==> src/rtl/lf_pkg.sv <==
package lf_pkg;
  // Decoded direction of one decimated phase decision.
  typedef enum logic [1:0] {
    PE_NONE  = 2'b00,
    PE_LATE  = 2'b01,
    PE_EARLY = 2'b10
  } pe_dir_t;
endpackage

==> src/rtl/lf_phase_decode.sv <==
module lf_phase_decode
  import lf_pkg::*;
(
  input  logic    valid,
  input  logic    early,
  input  logic    late,
  output pe_dir_t dir
);
  // Conflicting or absent flags carry no phase information.
  always_comb begin
    dir = PE_NONE;
    if (valid) begin
      if (late && !early)      dir = PE_LATE;
      else if (early && !late) dir = PE_EARLY;
    end
  end
endmodule

==> src/rtl/lf_integrator.sv <==
module lf_integrator
  import lf_pkg::*;
#(
  parameter int ACC_W = 18,
  parameter int FRAC  = 9,
  parameter int SH_W  = 4
) (
  input  logic                   clk,
  input  logic                   rst_n,
  input  pe_dir_t                dir,
  input  logic [SH_W-1:0]        ki_shift,
  output logic signed [ACC_W-1:0] acc_q,
  output logic signed [ACC_W-FRAC-1:0] int_d
);
  localparam int SHAMT_W = $clog2(FRAC + 1);
  localparam logic [ACC_W:0] ONE = {{ACC_W{1'b0}}, 1'b1};
  localparam logic signed [ACC_W-1:0] ACC_MAX = {1'b0, {(ACC_W-1){1'b1}}};
  localparam logic signed [ACC_W-1:0] ACC_MIN = {1'b1, {(ACC_W-1){1'b0}}};

  logic [SHAMT_W-1:0]      eff_sh;
  logic [ACC_W:0]          step;
  logic [ACC_W:0]          wide;
  logic [ACC_W:0]          sum;
  logic signed [ACC_W-1:0] acc_d;
  logic                    acc_en;

  // Shift amounts beyond the fractional width fall back to the smallest gain.
  generate
    if ((2 ** SH_W) - 1 > FRAC) begin : g_sh_clamp
      always_comb begin
        if (ki_shift > SH_W'(FRAC)) eff_sh = SHAMT_W'(FRAC);
        else                        eff_sh = ki_shift[SHAMT_W-1:0];
      end
    end else begin : g_sh_pass
      always_comb eff_sh = SHAMT_W'(ki_shift);
    end
  endgenerate

  always_comb begin
    acc_en = (dir != PE_NONE);
    step   = ONE << (SHAMT_W'(FRAC) - eff_sh);
    wide   = {acc_q[ACC_W-1], acc_q};
    if (dir == PE_EARLY) sum = wide - step;
    else                 sum = wide + step;
    acc_d = acc_q;
    if (acc_en) begin
      if (sum[ACC_W] != sum[ACC_W-1]) begin
        acc_d = (dir == PE_EARLY) ? ACC_MIN : ACC_MAX;
      end else begin
        acc_d = sum[ACC_W-1:0];
      end
    end
    int_d = acc_d[ACC_W-1:FRAC];
  end

  always_ff @(posedge clk or negedge rst_n) begin
    if (!rst_n) begin
      acc_q <= '0;
    end else if (acc_en) begin
      acc_q <= acc_d;
    end
  end
endmodule

==> src/rtl/lf_ctrl_sum.sv <==
module lf_ctrl_sum
  import lf_pkg::*;
#(
  parameter int CW   = 8,
  parameter int IW   = 9,
  parameter int KP_W = 4
) (
  input  logic                 clk,
  input  logic                 rst_n,
  input  pe_dir_t              dir,
  input  logic [KP_W-1:0]      kp,
  input  logic [CW-1:0]        cal,
  input  logic signed [IW-1:0] int_d,
  output logic [CW-1:0]        word_q
);
  localparam int SW = ((IW > CW) ? IW : CW) + KP_W + 3;
  localparam logic signed [SW-1:0] WORD_MAX = SW'((2 ** CW) - 1);

  logic signed [SW-1:0] cal_ext;
  logic signed [SW-1:0] int_ext;
  logic signed [SW-1:0] kp_ext;
  logic signed [SW-1:0] prop;
  logic signed [SW-1:0] total;
  logic [CW-1:0]        word_d;
  logic                 word_en;

  always_comb begin
    cal_ext = {{(SW-CW){1'b0}}, cal};
    int_ext = {{(SW-IW){int_d[IW-1]}}, int_d};
    kp_ext  = {{(SW-KP_W){1'b0}}, kp};
    unique case (dir)
      PE_LATE:  prop = kp_ext;
      PE_EARLY: prop = -kp_ext;
      default:  prop = '0;
    endcase
    total = cal_ext + int_ext + prop;
    if (total < 0)             word_d = '0;
    else if (total > WORD_MAX) word_d = {CW{1'b1}};
    else                       word_d = total[CW-1:0];
    word_en = 1'b1;
  end

  always_ff @(posedge clk or negedge rst_n) begin
    if (!rst_n) begin
      word_q <= '0;
    end else if (word_en) begin
      word_q <= word_d;
    end
  end
endmodule

==> src/rtl/bb_pi_loop_filter.sv <==
module bb_pi_loop_filter
  import lf_pkg::*;
#(
  parameter int CW   = 8,
  parameter int FRAC = 9,
  parameter int KP_W = 4,
  parameter int KI_W = 4
) (
  input  logic            clk,
  input  logic            rst_n,
  input  logic            pd_valid,
  input  logic            pd_early,
  input  logic            pd_late,
  input  logic [KP_W-1:0] kp_gain,
  input  logic [KI_W-1:0] ki_shift,
  input  logic [CW-1:0]   cal_offset,
  output logic [CW-1:0]   dco_word
);
  localparam int IW    = CW + 1;
  localparam int ACC_W = IW + FRAC;

  pe_dir_t                 dir;
  logic signed [ACC_W-1:0] acc_q;
  logic signed [IW-1:0]    int_d;

  lf_phase_decode u_dec (
    .valid (pd_valid),
    .early (pd_early),
    .late  (pd_late),
    .dir   (dir)
  );

  lf_integrator #(.ACC_W(ACC_W), .FRAC(FRAC), .SH_W(KI_W)) u_int (
    .clk      (clk),
    .rst_n    (rst_n),
    .dir      (dir),
    .ki_shift (ki_shift),
    .acc_q    (acc_q),
    .int_d    (int_d)
  );

  lf_ctrl_sum #(.CW(CW), .IW(IW), .KP_W(KP_W)) u_sum (
    .clk    (clk),
    .rst_n  (rst_n),
    .dir    (dir),
    .kp     (kp_gain),
    .cal    (cal_offset),
    .int_d  (int_d),
    .word_q (dco_word)
  );
endmodule

==> config.mk <==
export PLATFORM = sky130hd
export DESIGN_NAME = bb_pi_loop_filter
export DESIGN_NICKNAME = d
export VERILOG_FILES = /design/src/rtl/lf_pkg.sv /design/src/rtl/lf_phase_decode.sv /design/src/rtl/lf_integrator.sv /design/src/rtl/lf_ctrl_sum.sv /design/src/rtl/bb_pi_loop_filter.sv
export SDC_FILE = /design/constraint.sdc
export NUM_CORES = 1
export LEC_CHECK = 0
export BUFFER_PORTS_ARGS = -buffer_cell sky130_fd_sc_hd__buf_2
export CAP_MARGIN = 15
export CORE_MARGIN = 2
export CORE_UTILIZATION = 67
export CTS_BUF_LIST = sky130_fd_sc_hd__clkbuf_16
export CTS_CLUSTER_DIAMETER = 40
export CTS_CLUSTER_SIZE = 8
export DETAILED_ROUTE_END_ITERATION = 16
export PLACE_DENSITY = 0.88
export SLEW_MARGIN = 20
export SYNTH_ARGS = -nofsm -noshare
export SYNTH_HDL_FRONTEND = slang
export SYNTH_SLANG_ARGS = --single-unit
export TNS_END_PERCENT = 10
==> constraint.sdc <==
create_clock -name clk -period 9.6 [get_ports clk]
set_clock_uncertainty 0.2 [all_clocks]
set_input_delay 0.48 -clock clk [delete_from_list [all_inputs] [get_ports clk]]
set_output_delay 0.48 -clock clk [all_outputs]
set_load 0.01 [all_outputs]
==> Word level (Yosys, flattened, before mapping) <==
Cells that the tools add are included.
{ "word_totals": {"ff_bits": 26, "input_bits": 21, "out_inout_bits": 8, "word_cells": 31} }
{ "classes": {"addsub": 6, "n_lt_le_gt_ge": 3, "n_eq_ne": 3, "shifts": 1, "muxes": 11, "reduce_logical": 5} }
{ "op_table": {"columns": ["operator", "n"], "rows": [
  ["18-bit two-way mux", 3],
  ["16-bit case mux with 2 select lines", 1],
  ["19-bit adder", 1],
  ["19-bit two-way mux", 1],
  ["1-bit by 4-bit left shift with 19-bit output (first input constant)", 1],
  ["19-bit subtractor", 1],
  ["10-bit by 16-bit adder with 16-bit output", 1],
  ["16-bit by 9-bit greater-than comparator with 1-bit output (second input constant)", 1],
  ["16-bit by 1-bit less-than comparator with 1-bit output (second input constant)", 1],
  ["8-bit two-way mux", 2],
  ["4-bit negator with 16-bit output", 1],
  ["9-bit by 9-bit adder with 10-bit output", 1],
  ["2-bit two-way mux", 3],
  ["4-bit greater-than comparator (second input constant)", 1],
  ["4-bit two-way mux", 1],
  ["4-bit subtractor (first input constant)", 1],
  ["2-bit by 1-bit equality test with 1-bit output (second input constant)", 1],
  ["2-bit equality test (second input constant)", 1],
  ["1-bit logical AND", 2],
  ["1-bit zero test", 2],
  ["2-bit nonzero test", 1],
  ["1-bit inequality test", 1]
]} }

==> Depth between registers and ports, before layout <==
Gate-level depths: netlist (run 1).
{ "depth": {"ltp_word": 15, "depth_mapped": 33, "mapped_depth_nobuf": 29} }

==> Hierarchy <==
Synthesis (run 1) repeated with hierarchy kept, for this count alone.
{ "unflattened": {"cells_unflattened": 438, "area_unflattened_um2": 3574.7} }
{ "by_module_without_submodules": {"columns": ["mod", "instances", "cells_per_inst", "area_per_inst_um2", "seq_area_each_um2"], "rows": [
  ["lf_integrator", 1, 286, 2203.4, 450.4],
  ["lf_ctrl_sum", 1, 150, 1353.8, 200.2],
  ["lf_phase_decode", 1, 2, 17.5, 0.0]
]} }

==> Worst setup path before layout (run 1) <==
OpenSTA, ideal clock, no wires.
{ "synth_timing": {"path_type": "input to register", "start": "input port ki_shift[3]", "end": "register u_sum.word_q[3]", "setup_ns": 0.119, "arrival_ns": 7.416, "required_time_ns": 9.281, "path_slack_ns": 1.865, "path_stages": 32, "path_buffers": 5, "cell_sequence": "clkbuf_1 -> clkbuf_1 -> nand2b_1 -> ha_1 -> buf_2 -> xor2_1 -> or3_1 -> ha_1 -> a21oi_1 -> inv_1 -> fa_1 -> nand2b_1 -> a21oi_1 -> o31ai_1 -> o32ai_2 -> mux2i_1 -> o41ai_2 -> or2_1 -> buf_2 -> buf_6 -> o311ai_1 -> fa_1 -> ha_1 -> fa_1 -> a21o_1 -> a21oi_1 -> nor2b_1 -> o21a_1 -> o21ai_0 -> mux2i_1 -> nand3_1 -> o21a_1"} }
{ "synth_between": {"elab_chain_cells": 14, "elab_cells_between_ends": 16, "cone_classes": "5 x add/sub; 3 x order compare; 1 x eq/ne; 1 x shift; 6 x mux"} }
{ "synth_rtl": {"columns": ["element", "line", "source"], "rows": [
  ["from (decl)", "bb_pi_loop_filter.sv:15", "input logic [KI_W-1:0] ki_shift,"],
  ["4-bit greater-than comparator", "lf_integrator.sv:31", "if (ki_shift > SH_W'(FRAC)) eff_sh = SHAMT_W'(FRAC);"],
  ["4-bit two-way mux *", "lf_integrator.sv:31", null],
  ["4-bit subtractor *", "lf_integrator.sv:41", "step = ONE << (SHAMT_W'(FRAC) - eff_sh);"],
  ["1-bit by 4-bit left shift with 19-bit output *", "lf_integrator.sv:41", null],
  ["19-bit adder or 19-bit subtractor (tied branches)", "lf_integrator.sv:44, lf_integrator.sv:43", null],
  ["19-bit two-way mux *", "lf_integrator.sv:43", "if (dir == PE_EARLY) sum = wide - step;"],
  ["1-bit inequality test", "lf_integrator.sv:47", "if (sum[ACC_W] != sum[ACC_W-1]) begin"],
  ["18-bit two-way mux *", "lf_integrator.sv:47", null],
  ["18-bit two-way mux *", "lf_integrator.sv:46", "if (acc_en) begin"],
  ["via int_d[1]", "bb_pi_loop_filter.sv:24", "logic signed [IW-1:0] int_d;"],
  ["9-bit by 9-bit adder with 10-bit output *", "lf_ctrl_sum.sv:36", "total = cal_ext + int_ext + prop;"],
  ["10-bit by 16-bit adder with 16-bit output *", "lf_ctrl_sum.sv:36", null],
  ["16-bit by 9-bit greater-than comparator with 1-bit output", "lf_ctrl_sum.sv:38", "else if (total > WORD_MAX) word_d = {CW{1'b1}};"],
  ["8-bit two-way mux", "lf_ctrl_sum.sv:38", null],
  ["8-bit two-way mux *", "lf_ctrl_sum.sv:37", "if (total < 0) word_d = '0;"],
  ["via u_sum.word_d[3]", "lf_ctrl_sum.sv:24", "logic [CW-1:0] word_d;"],
  ["to (signal assigned)", "lf_ctrl_sum.sv:47", "word_q <= word_d;"],
  ["to (decl)", "lf_ctrl_sum.sv:14", "output logic [CW-1:0] word_q"]
]} }
The timed path passes the listed nets; every way through them passes the cells marked *.
A chain may end at the register's enable or synchronous reset.

==> Final worst setup path (run 1) <==
{ "layout_timing": {"start": "input port ki_shift[3]", "end": "register u_sum.word_q[4]"} }
The elaborated chain is that of the path after synthesis.

==> out/metrics.cfg, run 1 <==
[logic_synthesis]
synthArstFlopShare=1.00
synth_top_cell_by_area=dfrtp_1
ys_ff_latch=26
syn_inst=480
synth_nets=551
synth_top_area_frac=0.174
yosysWarnings=0
synth.distinct_cells=59
yosys-top-cells-area=dfrtp_1, ha_1, a21oi_1
synth_most_common_cell=nand2_1
avgSynthCellArea_um2=7.80
ys_seq_area_frac=0.174
syn-cell-area_um2=3750
synthFlopType=dfrtp_1
synthTopCellsByCount=nand2_1, a21oi_1, inv_1
synth_edf_count=0

[clocking]
numCtsBuffers=3
clkTransAtPathRegs_ns=0.07
clkLatencyLatePin_ns=0.27
cts_root_buf=clkbuf_16
numClockSinks=26
htreeDepth=1
clockBufferDepth=2
tritoncts=built
post_cts_buffers=0
cts_hold_buf=0
post_cts_resize_count=0

[power]
leakage_nw=1.92
p_per_area_nw_per_um2=330
power_frac_seq=0.147
p_int_mw=0.665
power_mw=1.32
comb_power_share=0.758
ir_drop_mv=0.218
power_switching_mw=0.651
switching_share=0.495
p_clk_frac=0.095

[die]
die_area_um2=6210
num_rows=27
io_pins=29
die_x_um=78.8
core_um2=5440
start_util=0.689
die_height_um=78.8

[sta]
rsz0062_at_grt=false
setup_viol=0
fmax_mhz=119
maxSlewViolCount=0
layout_min_cycle_time_ns=8.41
worst_pin_slew_ns=0.690
fin_crit_sh=0.876
setup_tns_ns=0
holdWs_ns=0.0185
slew-limit-headroom=0.540
setup_slack_ns=1.19
final-hold-violation-count=0

[worst_setup_path]
rr_worst_depth=22
worst-setup-path-type=primary input to flip-flop
crit_path_end=u_sum.word_q[4]
setup.worst_path.end_class=flip-flop
crit_fanout=20
slowest_stage=ha_1
cp_data_arrival_time_ns=8.37
r2r-end=u_sum.word_q[4]
worstReg2RegStart=u_int.acc_q[0]
crit_cells=28
path_delay_family=compound AO/OA/AOI/OAI gates
startpoint=ki_shift[3]
crit_buf_inv=2
critPathMaxStageDelay_ns=0.59
rrSetupSlack_ns=3.19
critPathLaunchType=primary input
critPathRequiredTime_ns=9.56

[place]
portBuffers=28
gp_congestion=0.926
place_area_um2=3880
pre_cts_slack_ns=0.972
dp_hpwl_mm=7.22

[route]
drtAntennaViolNets=0
wl_per_cell_um=16.1
via_count=3601
initialDrtViolationCount=243
post-route-drc-count=0
firstDrtPassIters=5
totalWireLength_mm=9.06
vias_per_cell=6.42

[cells_and_area]
multi_input_area_um2=2810
postLayoutCellArea_um2=3990
fillers=441
drive_above_1_share=0.0982
syn_to_final_growth_pct=6.41
diodes=0
seq_area_um2=651
nNetsFinal=561

[global_routing]
grt_pass1_vias=3431
overflow=0
antenna_found_initial=0
grt_pass1_wl_mm=15.2
grt_max_degree=43
grt_usage=0.306

[job]
cap_violations=0

[worst_hold_path]
hold_class=primary input to async pin

[run_status]
status=finished, final reports clean

==> power by group through the flow <==
stage	clock [mW]	sequential [mW]	combinational [mW]
2_1_floorplan	0	0.195	0.800
3_3_place_gp	0	0.193	0.951
3_5_place_dp	0	0.194	0.985
4_1_cts	0.126	0.194	0.994
5_1_grt	0.131	0.200	1.11
6_report	0.125	0.194	0.997
==> cell families after synthesis <==
| family | synth area share |
|---|---|
| AOI/OAI and AO/OA | 0.290 |
| and+or+nand+nor | 0.175 |
| buffers and inverters | 0.0755 |
| adders and majority gates | 0.192 |
| xor gates and xnor gates | 0.0798 |
| DFF | 0.174 |
| muxes | 0.0137 |
==> worst min path at each step <==
| stage | startpoint | endpoint | slack [ns] |
|---|---|---|---|
| floorplan | rst_n | u_int.acc_q[0] | -0.02 |
| detailed placement | u_int.acc_q[8] | u_int.acc_q[8] | 0.32 |
| global placement | u_int.acc_q[6] | u_int.acc_q[6] | 0.30 |
| finish | rst_n | u_int.acc_q[6] | 0.02 |
| CTS | rst_n | u_int.acc_q[9] | 0.04 |
| global route | rst_n | u_sum.word_q[0] | 0.06 |
==> layer usage <==
metal,up-vias,routed length (µm),track usage
met5,-,0,0
met4,0,365,0.135
met3,36,448,0.0466
met2,135,4600,0.572
met1,1676,3640,0.340
li1,1754,-,-
==> stage by stage <==
stage | utilization | cells
after floorplan | - | 480
after global placement | 0.714 | 557
after detailed placement | 0.714 | 557
after CTS | 0.733 | 561
after global routing | 0.733 | 561
final | 0.733 | 561
==> placed cells by master (no fill, tap or decap), types with 4 or more instances in the layout <==
cell type  instances
a211oi_1           4
a21o_1            11
a21oi_1           44
a31oi_1            8
buf_2             28
dfrtp_1           26
fa_1              10
ha_1              40
inv_1             44
mux2i_1            4
nand2_1           55
nand2b_1           9
nand3_1            9
nand4_1            4
nor2_1            25
nor2b_1            6
nor3_1            11
o211ai_1           6
o21a_1            10
o21ai_0           23
o311a_1            7
o311ai_1          16
or3_1              5
xnor2_1           20
xor2_1            11
==> flip-flops by register name, summed over array words and instances (netlist names) <==
register / count
u_int.acc_q: 18
u_sum.word_q: 8
==> cell type report <==
type / instances / area share
multi-input cells: 384 / 0.706
flip-flops and latches: 26 / 0.163
inverters: 44 / 0.0414
repair buffers: 31 / 0.0408
well taps: 72 / 0.0226
clock buffers: 3 / 0.0188
clock inverters: 1 / 0.00753
(Power assumes the default switching activity.)
==> run 2, diff against run 1 <==
- CORE_MARGIN: 2 -> 10
- HOLD_SLACK_MARGIN: not set -> 0.15
==> run 2 against run 1 <==
Net effect:
- flip-flop and latch count unchanged
- non-clock buffer count unchanged
- maximum frequency down 4.4%
- utilization down 0.41 points
- sequential power up 3%
- first-iteration DRC count up 29%
- critical path depth unchanged
- sequential share of layout area about the same
- worst setup slack worse by 0.39 ns
- via count up 2.1%
- routed wire length up 5.1%
==> out/metrics.cfg, run 2 (synthesis gave the netlist of run 1 again) <==
[cells_and_area]
final_cell_mix=nand2_1, a21oi_1, inv_1, ha_1, buf_2
largest_reg_flops=18  ; unchanged
nNetsFinal=561  ; unchanged
largest_register=u_int.acc_q
postLayoutCellArea_um2=3990  ; about the same
reg_top3=u_int.acc_q: 18 flops, u_sum.word_q: 8 flops
diodes=0  ; unchanged
final_common_cell=nand2_1
drive_above_1_share=0.0961  ; -0.00204
layout.cells.non_filler=561  ; unchanged
syn_to_final_growth_pct=6.48  ; about the same

[sta]
slew-limit-headroom=0.400  ; -0.140
setup_slack_ns=0.803  ; -0.386 ns
fin_crit_sh=0.916  ; +0.0402
maxSlewViolCount=0  ; unchanged
setup_viol=0  ; unchanged
fmax_mhz=114  ; -4.4%
layout_min_cycle_time_ns=8.80  ; +0.386 ns
setup_tns_ns=0  ; unchanged
worst_pin_slew_ns=0.900  ; +0.210 ns
rsz0062_at_grt=false
final-hold-violation-count=0  ; unchanged

[die]
io_pins=29  ; unchanged
die_area_um2=8980  ; +45%
die_height_um=94.8  ; +20%
core_um2=5470  ; +0.62%
num_rows=27  ; unchanged
start_util=0.684  ; -0.00425
die_x_um=94.8  ; +20%

[clocking]
cts_root_buf=clkbuf_16
post_cts_buffers=0  ; unchanged
clkTransAtPathRegs_ns=0.07  ; about the same
tritoncts=built
clkLatencyLatePin_ns=0.26  ; about the same
clockBufferDepth=2  ; unchanged
post_cts_resize_count=0  ; unchanged
htreeDepth=1  ; unchanged
numClockSinks=26  ; unchanged
numCtsBuffers=3  ; unchanged

[global_routing]
grt_max_degree=43  ; unchanged
antenna_found_initial=0  ; unchanged
overflow=0  ; unchanged
grt_pass1_wl_mm=15.8  ; +3.8%
grt_usage=0.212  ; -0.0933
grt_pass1_vias=3452  ; +0.61%

[route]
via_count=3675  ; +2.1%
firstDrtPassIters=5  ; unchanged
post-route-drc-count=0  ; unchanged
initialDrtViolationCount=314  ; +29%
vias_per_cell=6.55  ; +2.1%
drtAntennaViolNets=0  ; unchanged
wl_per_cell_um=17.0  ; +5.1%
totalWireLength_mm=9.52  ; +5.1%

[worst_setup_path]
critPathLaunchType=primary input
critPathRequiredTime_ns=9.55  ; about the same
worst-setup-path-type=primary input to flip-flop
setup.worst_path.end_class=flip-flop
cp_data_arrival_time_ns=8.75  ; +0.38 ns
crit_fanout=25  ; +25%

[place]
pre_cts_slack_ns=0.687  ; -0.285 ns
portBuffers=28  ; unchanged
dp_hpwl_mm=7.48  ; +3.7%
gp_congestion=0.973  ; +5.1%
place_inst=556  ; -0.18%
place_area_um2=3870  ; -0.19%

[power]
power_mw=1.32  ; +0.63%
p_per_area_nw_per_um2=332  ; +0.56%
leakage_nw=1.92  ; about the same
ir_drop_mv=0.212  ; -2.5%

[run_status]
status=finished, final reports clean

[job]
cap_violations=0  ; unchanged

[worst_hold_path]
hold_class=flip-flop to flip-flop

run 2: per-stage QoR:
stage	utilization	hold slack, ns
5_1_grt	0.729	0.369
6_report	0.729	0.333
3_3_place_gp	0.708	0.302
2_1_floorplan	-	-0.0156
3_5_place_dp	0.708	0.318
4_1_cts	0.729	0.339
run 2: routing by layer:
metal | GRT usage | wire length (µm)
met5 | 0 | 0
met4 | 0.0848 | 299
met3 | 0.0357 | 560
met2 | 0.376 | 4770
met1 | 0.249 | 3890
run 2: final cells by class:
type                    count  area (µm²)
well taps                  72        90.1
inverters                  44         165
repair buffers             31         165
flip-flops and latches     26         651
clock buffers               3        75.1
clock inverters             1        30.0
multi-input cells         384        2810
fillers                   424        1480
run 2: worst max-delay path: stages:
cell and delay, ns:
buf_2 0.27, nand2b_1 0.24, ha_1 0.60, xor2_1 0.28
or3_1 0.42, ha_1 0.30, a21oi_1 0.21, inv_1 0.09
fa_1 0.44, nand2b_1 0.18, a21oi_1 0.26, o31ai_1 0.19
o32ai_2 0.47, mux2i_1 0.21, o41ai_2 0.32, or2_1 0.75
o311ai_1 0.23, fa_1 0.52, ha_1 0.25, fa_1 0.41
a21o_1 0.18, a21oi_1 0.20, nor2b_1 0.07, o21a_1 0.19
o21ai_0 0.21, mux2i_1 0.21, nand3_1 0.25, o21a_1 0.27
run 2: final timing paths:
| check | from | end | slack, ns | cells past startpoint |
|---|---|---|---|---|
| max | ki_shift[3] | u_sum.word_q[1] | 0.80 | 28 |
| min | u_int.acc_q[6] | u_int.acc_q[6] | 0.33 | 2 |
| max reg2reg | u_int.acc_q[0] | u_sum.word_q[1] | 2.87 | 22 |
| min reg2reg | u_int.acc_q[6] | u_int.acc_q[6] | 0.33 | 2 |
| max in group asynchronous | rst_n | u_int.acc_q[17] | 8.26 | 2 |
| min in group asynchronous | rst_n | u_int.acc_q[4] | 0.55 | 2 |
run 2: repair_timing:
| action | 4_1_cts | 5_1_grt |
|---|---|---|
| hold buffers | 1 | 0 |
| endpoints found under the hold margin | 26 | 0 |
| setup endpoints to repair | 0 | 0 |
run 2: where the power goes:
group | switching, mW | internal [mW] | total (mW)
registers | 0.0354 | 0.163 | 0.199
clock network | 0.0402 | 0.0831 | 0.123
logic | 0.591 | 0.411 | 1.00
total | 0.667 | 0.658 | 1.32
==> run 3, diff against run 2 <==
- CORE_UTILIZATION: 67 -> 62
- HOLD_SLACK_MARGIN: 0.15 -> 0.05
- PLACE_DENSITY: 0.88 -> 0.82
- clock period: 9.6 -> 10 ns (I/O delays scaled with it)
==> run 3 against run 2 <==
Net effect:
- sequential power decreased by 6%
- cell count increased by 0.53%
- non-clock buffer count unchanged
- first-iteration DRC count decreased by 41%
- global-route usage decreased by 2.1 points
- worst setup slack improved by 0.46 ns
- clock-buffer cell count unchanged
- critical path type unchanged
- largest power group unchanged
==> out/metrics.cfg, run 3 (synthesis gave the netlist of run 1 again) <==
[run_status]
status=finished, final reports clean

[cells_and_area]
reg_top3=u_int.acc_q: 18 flops, u_sum.word_q: 8 flops
postLayoutCellArea_um2=3990  ; about the same
seq_area_um2=651  ; unchanged
syn_to_final_growth_pct=6.51  ; about the same
largest_reg_flops=18  ; unchanged
multi_input_area_um2=2810  ; unchanged
drive_above_1_share=0.0982  ; +0.00204
fillers=500  ; +18%
final_common_cell=nand2_1
largest_register=u_int.acc_q
final_cell_mix=nand2_1, a21oi_1, inv_1, ha_1, buf_2
nNetsFinal=561  ; unchanged
final_util=0.678  ; -0.0509
diodes=0  ; unchanged

[worst_setup_path]
setup.worst_path.end_class=flip-flop
cp_data_arrival_time_ns=8.70  ; -0.05 ns
critPathRequiredTime_ns=9.96  ; +0.41 ns
rrSetupSlack_ns=3.32  ; +0.45 ns
crit_fanout=25  ; unchanged
rr_worst_depth=22  ; unchanged
worst-setup-path-type=primary input to flip-flop
worstReg2RegStart=u_int.acc_q[0]
critPathLaunchType=primary input
r2r-end=u_sum.word_q[1]

[route]
firstDrtPassIters=5  ; unchanged
met2_length_mm=4.84  ; +1.3%
wl_met3_um=400  ; -29%
post-route-drc-count=0  ; unchanged
totalWireLength_mm=9.46  ; -0.60%
dr.max_layer_used=met4
initialDrtViolationCount=184  ; -41%
drtAntennaViolNets=0  ; unchanged
via_count=3515  ; -4.4%
drt-met1-wl_mm=4.05  ; +4.2%
vias_per_cell=6.23  ; -4.9%
wl_per_cell_um=16.8  ; -1.1%

[clocking]
clkTransAtPathRegs_ns=0.07  ; about the same
clkLatencyLatePin_ns=0.27  ; about the same
numCtsBuffers=3  ; unchanged
clockBufferDepth=2  ; unchanged
post_cts_buffers=0  ; unchanged
htreeDepth=1  ; unchanged
numClockSinks=26  ; unchanged
cts_root_buf=clkbuf_16
cts_hold_buf=0  ; -1
tritoncts=built
post_cts_resize_count=0  ; unchanged

[global_routing]
grt_usage=0.191  ; -0.0211
antenna_found_initial=0  ; unchanged
grt_pass1_wl_mm=15.8  ; +0.27%
grt_max_degree=43  ; unchanged
grt_pass1_vias=3458  ; +0.17%
overflow=0  ; unchanged

[die]
die_height_um=97.7  ; +3.1%
die_area_um2=9550  ; +6.3%
io_pins=29  ; unchanged
num_rows=28  ; +3.7%
start_util=0.636  ; -0.0480
core_um2=5890  ; +7.5%
die_x_um=97.7  ; +3.1%

[sta]
maxSlewViolCount=0  ; unchanged
setup_tns_ns=0  ; unchanged
slew-limit-headroom=0.398  ; -0.00254
layout_min_cycle_time_ns=8.74
rsz0062_at_grt=false
fin_crit_sh=0.874
final-hold-violation-count=0  ; unchanged
fmax_mhz=114
worst_pin_slew_ns=0.904  ; +0.00381 ns
setup_viol=0  ; unchanged

[power]
leakage_nw=1.92  ; about the same
ir_drop_mv=0.210  ; -0.89%
p_per_area_nw_per_um2=317  ; -4.6%

[job]
cap_violations=0  ; unchanged

[place]
place_area_um2=3880  ; +0.29%
dp_hpwl_mm=7.48  ; about the same
gp_congestion=1.01  ; +3.6%
portBuffers=28  ; unchanged

[worst_hold_path]
hold_class=primary input to async pin

==> run 3: changes by cell type in the layout (fill, tap and decap cells not counted), sizes merged <==
cell	change
buf	+1
dlygate4sd3	-1
==> run 3: power breakdown <==
part           switching, mW  leakage [nW]  internal (mW)
clock network         0.0420        0.0511         0.0799
registers             0.0312         0.297          0.157
logic                  0.560          1.57          0.395
==> run 3: area by class of cell <==
class,count,share of cell area
clock buffer,3,0.0188
clock inverter,1,0.00753
timing repair buffer,31,0.0408
tap,75,0.0235
multi-input combinational,384,0.705
sequential,26,0.163
inverter,44,0.0414
==> run 3: metal layers <==
metal | track usage | vias to the layer above
met5 | 0 | -
met4 | 0.0515 | 0
met3 | 0.0289 | 20
met2 | 0.352 | 103
met1 | 0.224 | 1644
li1 | - | 1748
==> run 3: per-stage QoR <==
step	std cells	hold slack (ns)	total power, mW	worst slack [ns]
detailed placement	560	0.313	1.13	1.01
CTS	564	0.0639	1.26	1.27
floorplan	480	0.00441	0.955	2.24
finish	564	0.0408	1.26	1.26
global placement	560	0.304	1.11	1.25
global route	564	0.0864	1.39	0.526
==> run 3: worst max path at each step <==
stage | from | endpoint | slack, ns | cells past startpoint
4_1_cts | ki_shift[3] | u_sum.word_q[6] | 1.27 | 28
6_report | ki_shift[3] | u_sum.word_q[1] | 1.26 | 28
5_1_grt | ki_shift[3] | u_sum.word_q[2] | 0.53 | 28
2_1_floorplan | ki_shift[3] | u_sum.word_q[3] | 2.24 | 32
3_5_place_dp | ki_shift[3] | u_sum.word_q[4] | 1.01 | 28
3_3_place_gp | ki_shift[3] | u_sum.word_q[7] | 1.25 | 28
==> run 3: critical path, stage by stage <==
cell	delay [ns]
buf_2	0.29
nand2b_1	0.23
ha_1	0.57
xor2_1	0.28
or3_1	0.42
ha_1	0.25
and3_1	0.18
a21oi_1	0.20
a31oi_1	0.11
ha_1	0.42
and3_1	0.21
and2_1	0.18
a221oi_1	0.45
nand2_1	0.20
o41ai_2	0.43
or2_1	0.75
o311ai_1	0.25
fa_1	0.52
ha_1	0.24
fa_1	0.40
a21o_1	0.17
a21oi_1	0.23
nor2b_1	0.07
o21a_1	0.20
o21ai_0	0.21
mux2i_1	0.22
nand3_1	0.25
o21a_1	0.26
